===== config.mk =====
export PLATFORM = sky130hd
export DESIGN_NAME = dram_grid
export DESIGN_NICKNAME = d
export VERILOG_FILES = /design/src/rtl/dram_grid_pkg.sv /design/src/rtl/dram_cell_array.sv /design/src/rtl/dram_strobe_ctl.sv /design/src/rtl/dram_line_buffer.sv /design/src/rtl/dram_grid.sv
export SDC_FILE = /design/constraint.sdc
export NUM_CORES = 1
export LEC_CHECK = 0
export BUFFER_PORTS_ARGS = -buffer_cell sky130_fd_sc_hd__buf_2
export CAP_MARGIN = 20
export CORE_ASPECT_RATIO = 1.5
export CORE_UTILIZATION = 60
export DETAILED_ROUTE_END_ITERATION = 12
export MAX_ROUTING_LAYER = met4
export PLACE_DENSITY = 0.86
export SLEW_MARGIN = 20
export SYNTH_ARGS = -nofsm -noshare
export SYNTH_HDL_FRONTEND = slang
export SYNTH_HIERARCHICAL = 1
export SYNTH_SLANG_ARGS = --single-unit

===== constraint.sdc =====
create_clock -name clk -period 9.3 [get_ports clk]
set_clock_uncertainty 0.15 [all_clocks]
set_input_delay 0.93 -clock clk [delete_from_list [all_inputs] [get_ports clk]]
set_output_delay 0.93 -clock clk [all_outputs]
set_load 0.02 [all_outputs]

===== src/rtl/dram_grid_pkg.sv =====
package dram_grid_pkg;
   // decoded meaning of the strobe pair in one cycle
   typedef enum logic [1:0] {
      STB_IDLE  = 2'd0,
      STB_ROW   = 2'd1,
      STB_COL   = 2'd2,
      STB_CLOSE = 2'd3
   } strobe_cmd_e;
endpackage


===== src/rtl/dram_cell_array.sv =====
module dram_cell_array #(
   parameter int ROWS   = 4,
   parameter int COLS   = 4,
   parameter int WORD_W = 8,
   localparam int ROW_W  = $clog2(ROWS),
   localparam int LINE_W = COLS * WORD_W
) (
   input  logic              clk,
   input  logic              rst_n,
   input  logic              wb_en,
   input  logic [ROW_W-1:0]  wb_row,
   input  logic [LINE_W-1:0] wb_line,
   input  logic [ROW_W-1:0]  rd_row,
   output logic [LINE_W-1:0] rd_line
);
   logic [LINE_W-1:0] cells_q [ROWS];

   for (genvar r = 0; r < ROWS; r++) begin : g_row
      always_ff @(posedge clk) begin
         if (!rst_n)
            cells_q[r] <= '0;
         else if (wb_en && wb_row == ROW_W'(r))
            cells_q[r] <= wb_line;
      end

      // a stored row changes only through a write-back aimed at it
      a_r7_row_only_on_writeback: assert property (@(posedge clk) disable iff (!rst_n)
         !(wb_en && wb_row == ROW_W'(r)) |=> $stable(cells_q[r]));
   end

   assign rd_line = cells_q[rd_row];
endmodule


===== src/rtl/dram_strobe_ctl.sv =====
module dram_strobe_ctl
   import dram_grid_pkg::*;
#(
   parameter int ROWS = 4,
   localparam int ROW_W = $clog2(ROWS)
) (
   input  logic             clk,
   input  logic             rst_n,
   input  logic             ras,
   input  logic             cas,
   input  logic [ROW_W-1:0] row_sel,
   output logic             open_q,
   output logic [ROW_W-1:0] open_row_q,
   output logic             load_en,
   output logic             wb_en,
   output logic             col_en
);
   strobe_cmd_e cmd;
   logic        other_row;

   always_comb begin
      if (!ras)
         cmd = STB_CLOSE;
      else if (!cas)
         cmd = STB_ROW;
      else if (open_q)
         cmd = STB_COL;
      else
         cmd = STB_IDLE;
   end

   assign other_row = !open_q || (row_sel != open_row_q);
   assign load_en   = (cmd == STB_ROW) && other_row;
   assign wb_en     = open_q && ((cmd == STB_CLOSE) || ((cmd == STB_ROW) && other_row));
   assign col_en    = (cmd == STB_COL);

   always_ff @(posedge clk) begin
      if (!rst_n) begin
         open_q     <= 1'b0;
         open_row_q <= '0;
      end else if (cmd == STB_CLOSE) begin
         open_q     <= 1'b0;
      end else if (load_en) begin
         open_q     <= 1'b1;
         open_row_q <= row_sel;
      end
   end

   // dropping the row strobe leaves no row open
   a_r7_close_on_ras_low: assert property (@(posedge clk) disable iff (!rst_n)
      !ras |=> !open_q);
   // a row command leaves that row open next cycle
   a_r2_row_opens: assert property (@(posedge clk) disable iff (!rst_n)
      (ras && !cas) |=> (open_q && open_row_q == $past(row_sel)));
endmodule


===== src/rtl/dram_line_buffer.sv =====
module dram_line_buffer #(
   parameter int COLS   = 4,
   parameter int WORD_W = 8,
   localparam int COL_W  = $clog2(COLS),
   localparam int LINE_W = COLS * WORD_W
) (
   input  logic              clk,
   input  logic              rst_n,
   input  logic              load_en,
   input  logic [LINE_W-1:0] load_line,
   input  logic              col_en,
   input  logic              we,
   input  logic [COL_W-1:0]  col_sel,
   input  logic [WORD_W-1:0] wdata,
   output logic [LINE_W-1:0] line_out,
   output logic [WORD_W-1:0] rd_data,
   output logic              rd_vld
);
   logic [WORD_W-1:0] slot_q [COLS];

   for (genvar c = 0; c < COLS; c++) begin : g_col
      always_ff @(posedge clk) begin
         if (!rst_n)
            slot_q[c] <= '0;
         else if (load_en)
            slot_q[c] <= load_line[c*WORD_W +: WORD_W];
         else if (col_en && we && col_sel == COL_W'(c))
            slot_q[c] <= wdata;
      end
      assign line_out[c*WORD_W +: WORD_W] = slot_q[c];
   end

   always_ff @(posedge clk) begin
      if (!rst_n) begin
         rd_data <= '0;
         rd_vld  <= 1'b0;
      end else begin
         rd_vld <= col_en && !we;
         if (col_en && !we)
            rd_data <= slot_q[col_sel];
      end
   end

   // a column write never produces a valid pulse
   a_r6_write_no_valid: assert property (@(posedge clk) disable iff (!rst_n)
      (col_en && we) |=> !rd_vld);
   // load and column access never collide in one cycle
   a_r5_load_excludes_col: assert property (@(posedge clk) disable iff (!rst_n)
      !(load_en && col_en));
endmodule


===== src/rtl/dram_grid.sv =====
module dram_grid #(
   parameter int ROWS   = 4,
   parameter int COLS   = 4,
   parameter int WORD_W = 8,
   localparam int ROW_W  = $clog2(ROWS),
   localparam int COL_W  = $clog2(COLS),
   localparam int ADDR_W = (ROW_W > COL_W) ? ROW_W : COL_W,
   localparam int LINE_W = COLS * WORD_W
) (
   input  logic              clk,
   input  logic              rst_n,
   input  logic [ADDR_W-1:0] addr,
   input  logic              ras,
   input  logic              cas,
   input  logic              we,
   input  logic [WORD_W-1:0] wdata,
   output logic [WORD_W-1:0] rd_data,
   output logic              rd_vld
);
   if (ROWS < 2 || (1 << ROW_W) != ROWS) begin : g_bad_rows
      $error("dram_grid: ROWS must be a power of two of at least 2");
   end
   if (COLS < 2 || (1 << COL_W) != COLS) begin : g_bad_cols
      $error("dram_grid: COLS must be a power of two of at least 2");
   end
   if (WORD_W < 1) begin : g_bad_word
      $error("dram_grid: WORD_W must be positive");
   end

   logic              open_q;
   logic [ROW_W-1:0]  open_row_q;
   logic              load_en, wb_en, col_en;
   logic [LINE_W-1:0] arr_line, buf_line;

   dram_strobe_ctl #(.ROWS(ROWS)) ctl_i (
      .clk, .rst_n, .ras, .cas,
      .row_sel   (addr[ROW_W-1:0]),
      .open_q    (open_q),
      .open_row_q(open_row_q),
      .load_en   (load_en),
      .wb_en     (wb_en),
      .col_en    (col_en)
   );

   dram_cell_array #(.ROWS(ROWS), .COLS(COLS), .WORD_W(WORD_W)) arr_i (
      .clk, .rst_n,
      .wb_en  (wb_en),
      .wb_row (open_row_q),
      .wb_line(buf_line),
      .rd_row (addr[ROW_W-1:0]),
      .rd_line(arr_line)
   );

   dram_line_buffer #(.COLS(COLS), .WORD_W(WORD_W)) line_i (
      .clk, .rst_n,
      .load_en  (load_en),
      .load_line(arr_line),
      .col_en   (col_en),
      .we       (we),
      .col_sel  (addr[COL_W-1:0]),
      .wdata    (wdata),
      .line_out (buf_line),
      .rd_data  (rd_data),
      .rd_vld   (rd_vld)
   );

   // a column strobe with no open row raises no valid
   a_r4_closed_cas_ignored: assert property (@(posedge clk) disable iff (!rst_n)
      (cas && !open_q) |=> !rd_vld);
   // valid only follows a read strobe pair
   a_r9_valid_needs_read: assert property (@(posedge clk) disable iff (!rst_n)
      rd_vld |-> $past(ras && cas && !we && open_q));
   // a read on an open row always produces valid
   a_r3_read_gives_valid: assert property (@(posedge clk) disable iff (!rst_n)
      (ras && cas && !we && open_q) |=> rd_vld);
endmodule


==> impl_metrics.csv <==
group,metric,value,unit
sta,finalCritPeriodShare,0.377,
setup_path,r2r-start,"ctl_i/open_row_q[0]",
clock_tree,worst_skew_pair.late_latency,0.43,ns
final_layout,utilization,0.687,
die,die_h,141,um
sta,worst_slew_pin_slew,0.800,ns
routing,post-route-drc-count,0,
logic_synthesis,synth_cells,477,
logic_synthesis,synth.cell_area,7710,um^2
clock_tree,numCtsBuffers,17,
logic_synthesis,avgSynthCellArea,16.2,um^2
global_routing,antenna_found_initial,0,
die,initial_core_util,0.617,
die,core,12500,um^2
logic_synthesis,synth_most_common_cell,"edfxtp_1",
logic_synthesis,yosys.area.top_type,"edfxtp_1",
sta,min_period,3.51,ns
setup_path,crit_path_end_kind,"flip-flop",
die,rows,50,
clock_tree,clockBufferDepth,2,
final_layout,area_delta_synth_final,11.5,%
global_routing,grt_pass1_vias,4361,
setup_path,cp.required,9.22,ns
logic_synthesis,synth_area_leaders,"edfxtp_1 62%, and2_1 10%, mux4_2 8.8%",
logic_synthesis,synthesis.nets,492,
logic_synthesis,synth_top_area_share,0.623,
logic_synthesis,synth_edf_count,160,
logic_synthesis,async_flop_share,0,
final_layout,final_area,8600,um^2
pwr,power_density,194,nW/um^2
place,place_area,8010,um^2
final_layout,n_antenna_cell,0,
place,routabilityCongestion,0.836,
routing,vias_per_cell,6.39,
pwr,p_total,1.67,mW
pwr,power_leakage,3.23,nW
die,die_x,94.6,um
sta,setup_tns,0,ns
global_routing,grt.overflow.total,0,
sta,fmax,285,MHz
routing,dr.max_layer_used,"met4",
min_path,hold_path.class,"flip-flop to flip-flop",
setup_path,worst_setup_path_start_kind,"input pin",
global_routing,grt_pass1_wl,24500,um
flow_run,drv_cap,0,
setup_path,critPathKind,"input pin to flip-flop",
logic_synthesis,ys_types,35,
routing,num_vias,4278,
logic_synthesis,ys.flop_type,"edfxtp_1",
die,dieArea,13300,um^2
min_path,holdCritStartpoint,"line_i/rd_data[3]",
logic_synthesis,seq_area_frac_synth,0.654,
final_layout,n_fill_cell,776,
final_layout,nets,515,
routing,drt-met1-wl,6030,um
place,port_buffers,23,
outcome,status,"finished, final reports clean",
routing,wl_met3,1040,um
sta,maxSlewViolCount,0,
setup_path,worstSetupStartpoint,"addr[1]",
routing,drt_iter0_markers,439,
routing,first_pass_iters,5,
routing,wl,15900,um
clock_tree,cts_resized,0,
die,ioPinCount,24,
clock_tree,cts_tree,"yes",
logic_synthesis,ys_warn_count,6,
sta,holdWs,0.302,ns
setup_path,cp_max_fo,53,
sta,max_slew_margin,0.465,
setup_path,arrival,3.42,ns
sta,hold_viol,0,
sta,finalSetupViolations,0,
clock_tree,htreeDepth,4,
global_routing,grt_max_degree,54,
final_layout,drive_above_1_share,0.251,
global_routing,track_usage,0.268,
clock_tree,clk_pin_slew_worst_paths,0.06,ns
clock_tree,hold_buffers,0,
sta,rsz0062_at_grt,"no",
logic_synthesis,ys_ff_latch,172,
place,hpwlAfterDp,10000,um
clock_tree,cts_sinks,172,
routing,wl_met2,8360,um
logic_synthesis,synth_commonest_cells,"160 x edfxtp_1, 126 x and2_1, 32 x a22o_1, 30 x mux4_2, 16 x mux2_2",
clock_tree,cts_root_buf,"clkbuf_16",
pwr,max-vdd-ir-drop,0.000115,V
clock_tree,post_cts_buffers,0,
routing,wl_per_cell,23.8,um
routing,final_antenna_net_count,0,
-- cell families after synthesis --
logic type / share of synthesized area
XOR/XNOR: 0.00227
AND/OR/NAND/NOR: 0.146
multiplexers: 0.120
buffers and inverters: 0.0281
AO/OA/AOI/OAI: 0.0493
flip-flops: 0.654
-- report_power, final --
| part | leakage, nW | switching (mW) | internal [mW] |
|---|---|---|---|
| clock | 0.267 | 0.315 | 0.352 |
| sequential | 1.77 | 0.0187 | 0.880 |
| combinational | 1.20 | 0.0576 | 0.0438 |
| total | 3.23 | 0.392 | 1.28 |
-- routing by layer --
metal  GRT usage  vias up
li1            -     1862
met1       0.320     2158
met2       0.434      218
met3      0.0626       40
met4       0.116        0
met5           -        -
-- placed cells by master, fill, tap and decap left out, types with 2 or more instances in the layout --
master / instances
edfxtp_1: 160
nor3_4: 4
mux4_2: 30
buf_16: 3
nand2b_1: 7
nand3_1: 7
inv_1: 4
mux4_1: 2
buf_8: 4
a22oi_1: 7
o21ai_4: 4
mux2i_1: 2
nor2b_1: 2
buf_2: 23
inv_8: 2
buf_4: 3
a22o_1: 32
clkinvlp_4: 2
and2_1: 125
nand2_1: 11
inv_6: 6
dfxtp_1: 12
nor2_1: 3
mux2_2: 16
and4b_2: 2
clkinv_4: 2
clkbuf_16: 17
xor2_1: 2
and2_2: 4
-- registers in the layout, indices dropped and copies added, names as in the netlist --
signal	flops
line_i/rd_data	8
ctl_i/open_row_q	2
ctl_i/open_q	1
line_i/slot_q	32
arr_i/cells_q	128
line_i/rd_vld	1
-- through the flow --
step / instances / setup slack [ns]
3_3_place_gp: 630 / 5.41
5_1_grt: 669 / 5.67
6_report: 669 / 5.79
4_1_cts: 667 / 5.74
3_5_place_dp: 635 / 5.30
2_1_floorplan: 477 / 4.92
-- worst max-delay path, cell delays in order --
cell	delay [ns]
buf_2	0.07
buf_4	0.61
xor2_1	0.14
nor2_1	0.16
a21boi_0	0.23
nand4b_4	0.32
nor3_4	0.46
nand2b_1	0.49
-- worst paths after layout --
kind | slack, ns | end | cells after the start
setup / recovery | 5.79 | line_i/slot_q[0][7] | 8
hold / removal | 0.30 | line_i/rd_data[3] | 2
setup reg to reg | 6.43 | line_i/slot_q[0][7] | 6
hold reg to reg | 0.30 | line_i/rd_data[3] | 2
-- cell type report --
class                   instances  area (um^2)  share of cell area
well taps                     156          195              0.0227
clock buffers                  18          429              0.0499
clock inverters                14          128              0.0148
repair buffers                 33          280              0.0326
inverters                       5         18.8             0.00218
multi-input cells             271         2500               0.291
flip-flops and latches        172         5040               0.587
Power figures use the tool's default switching activity.
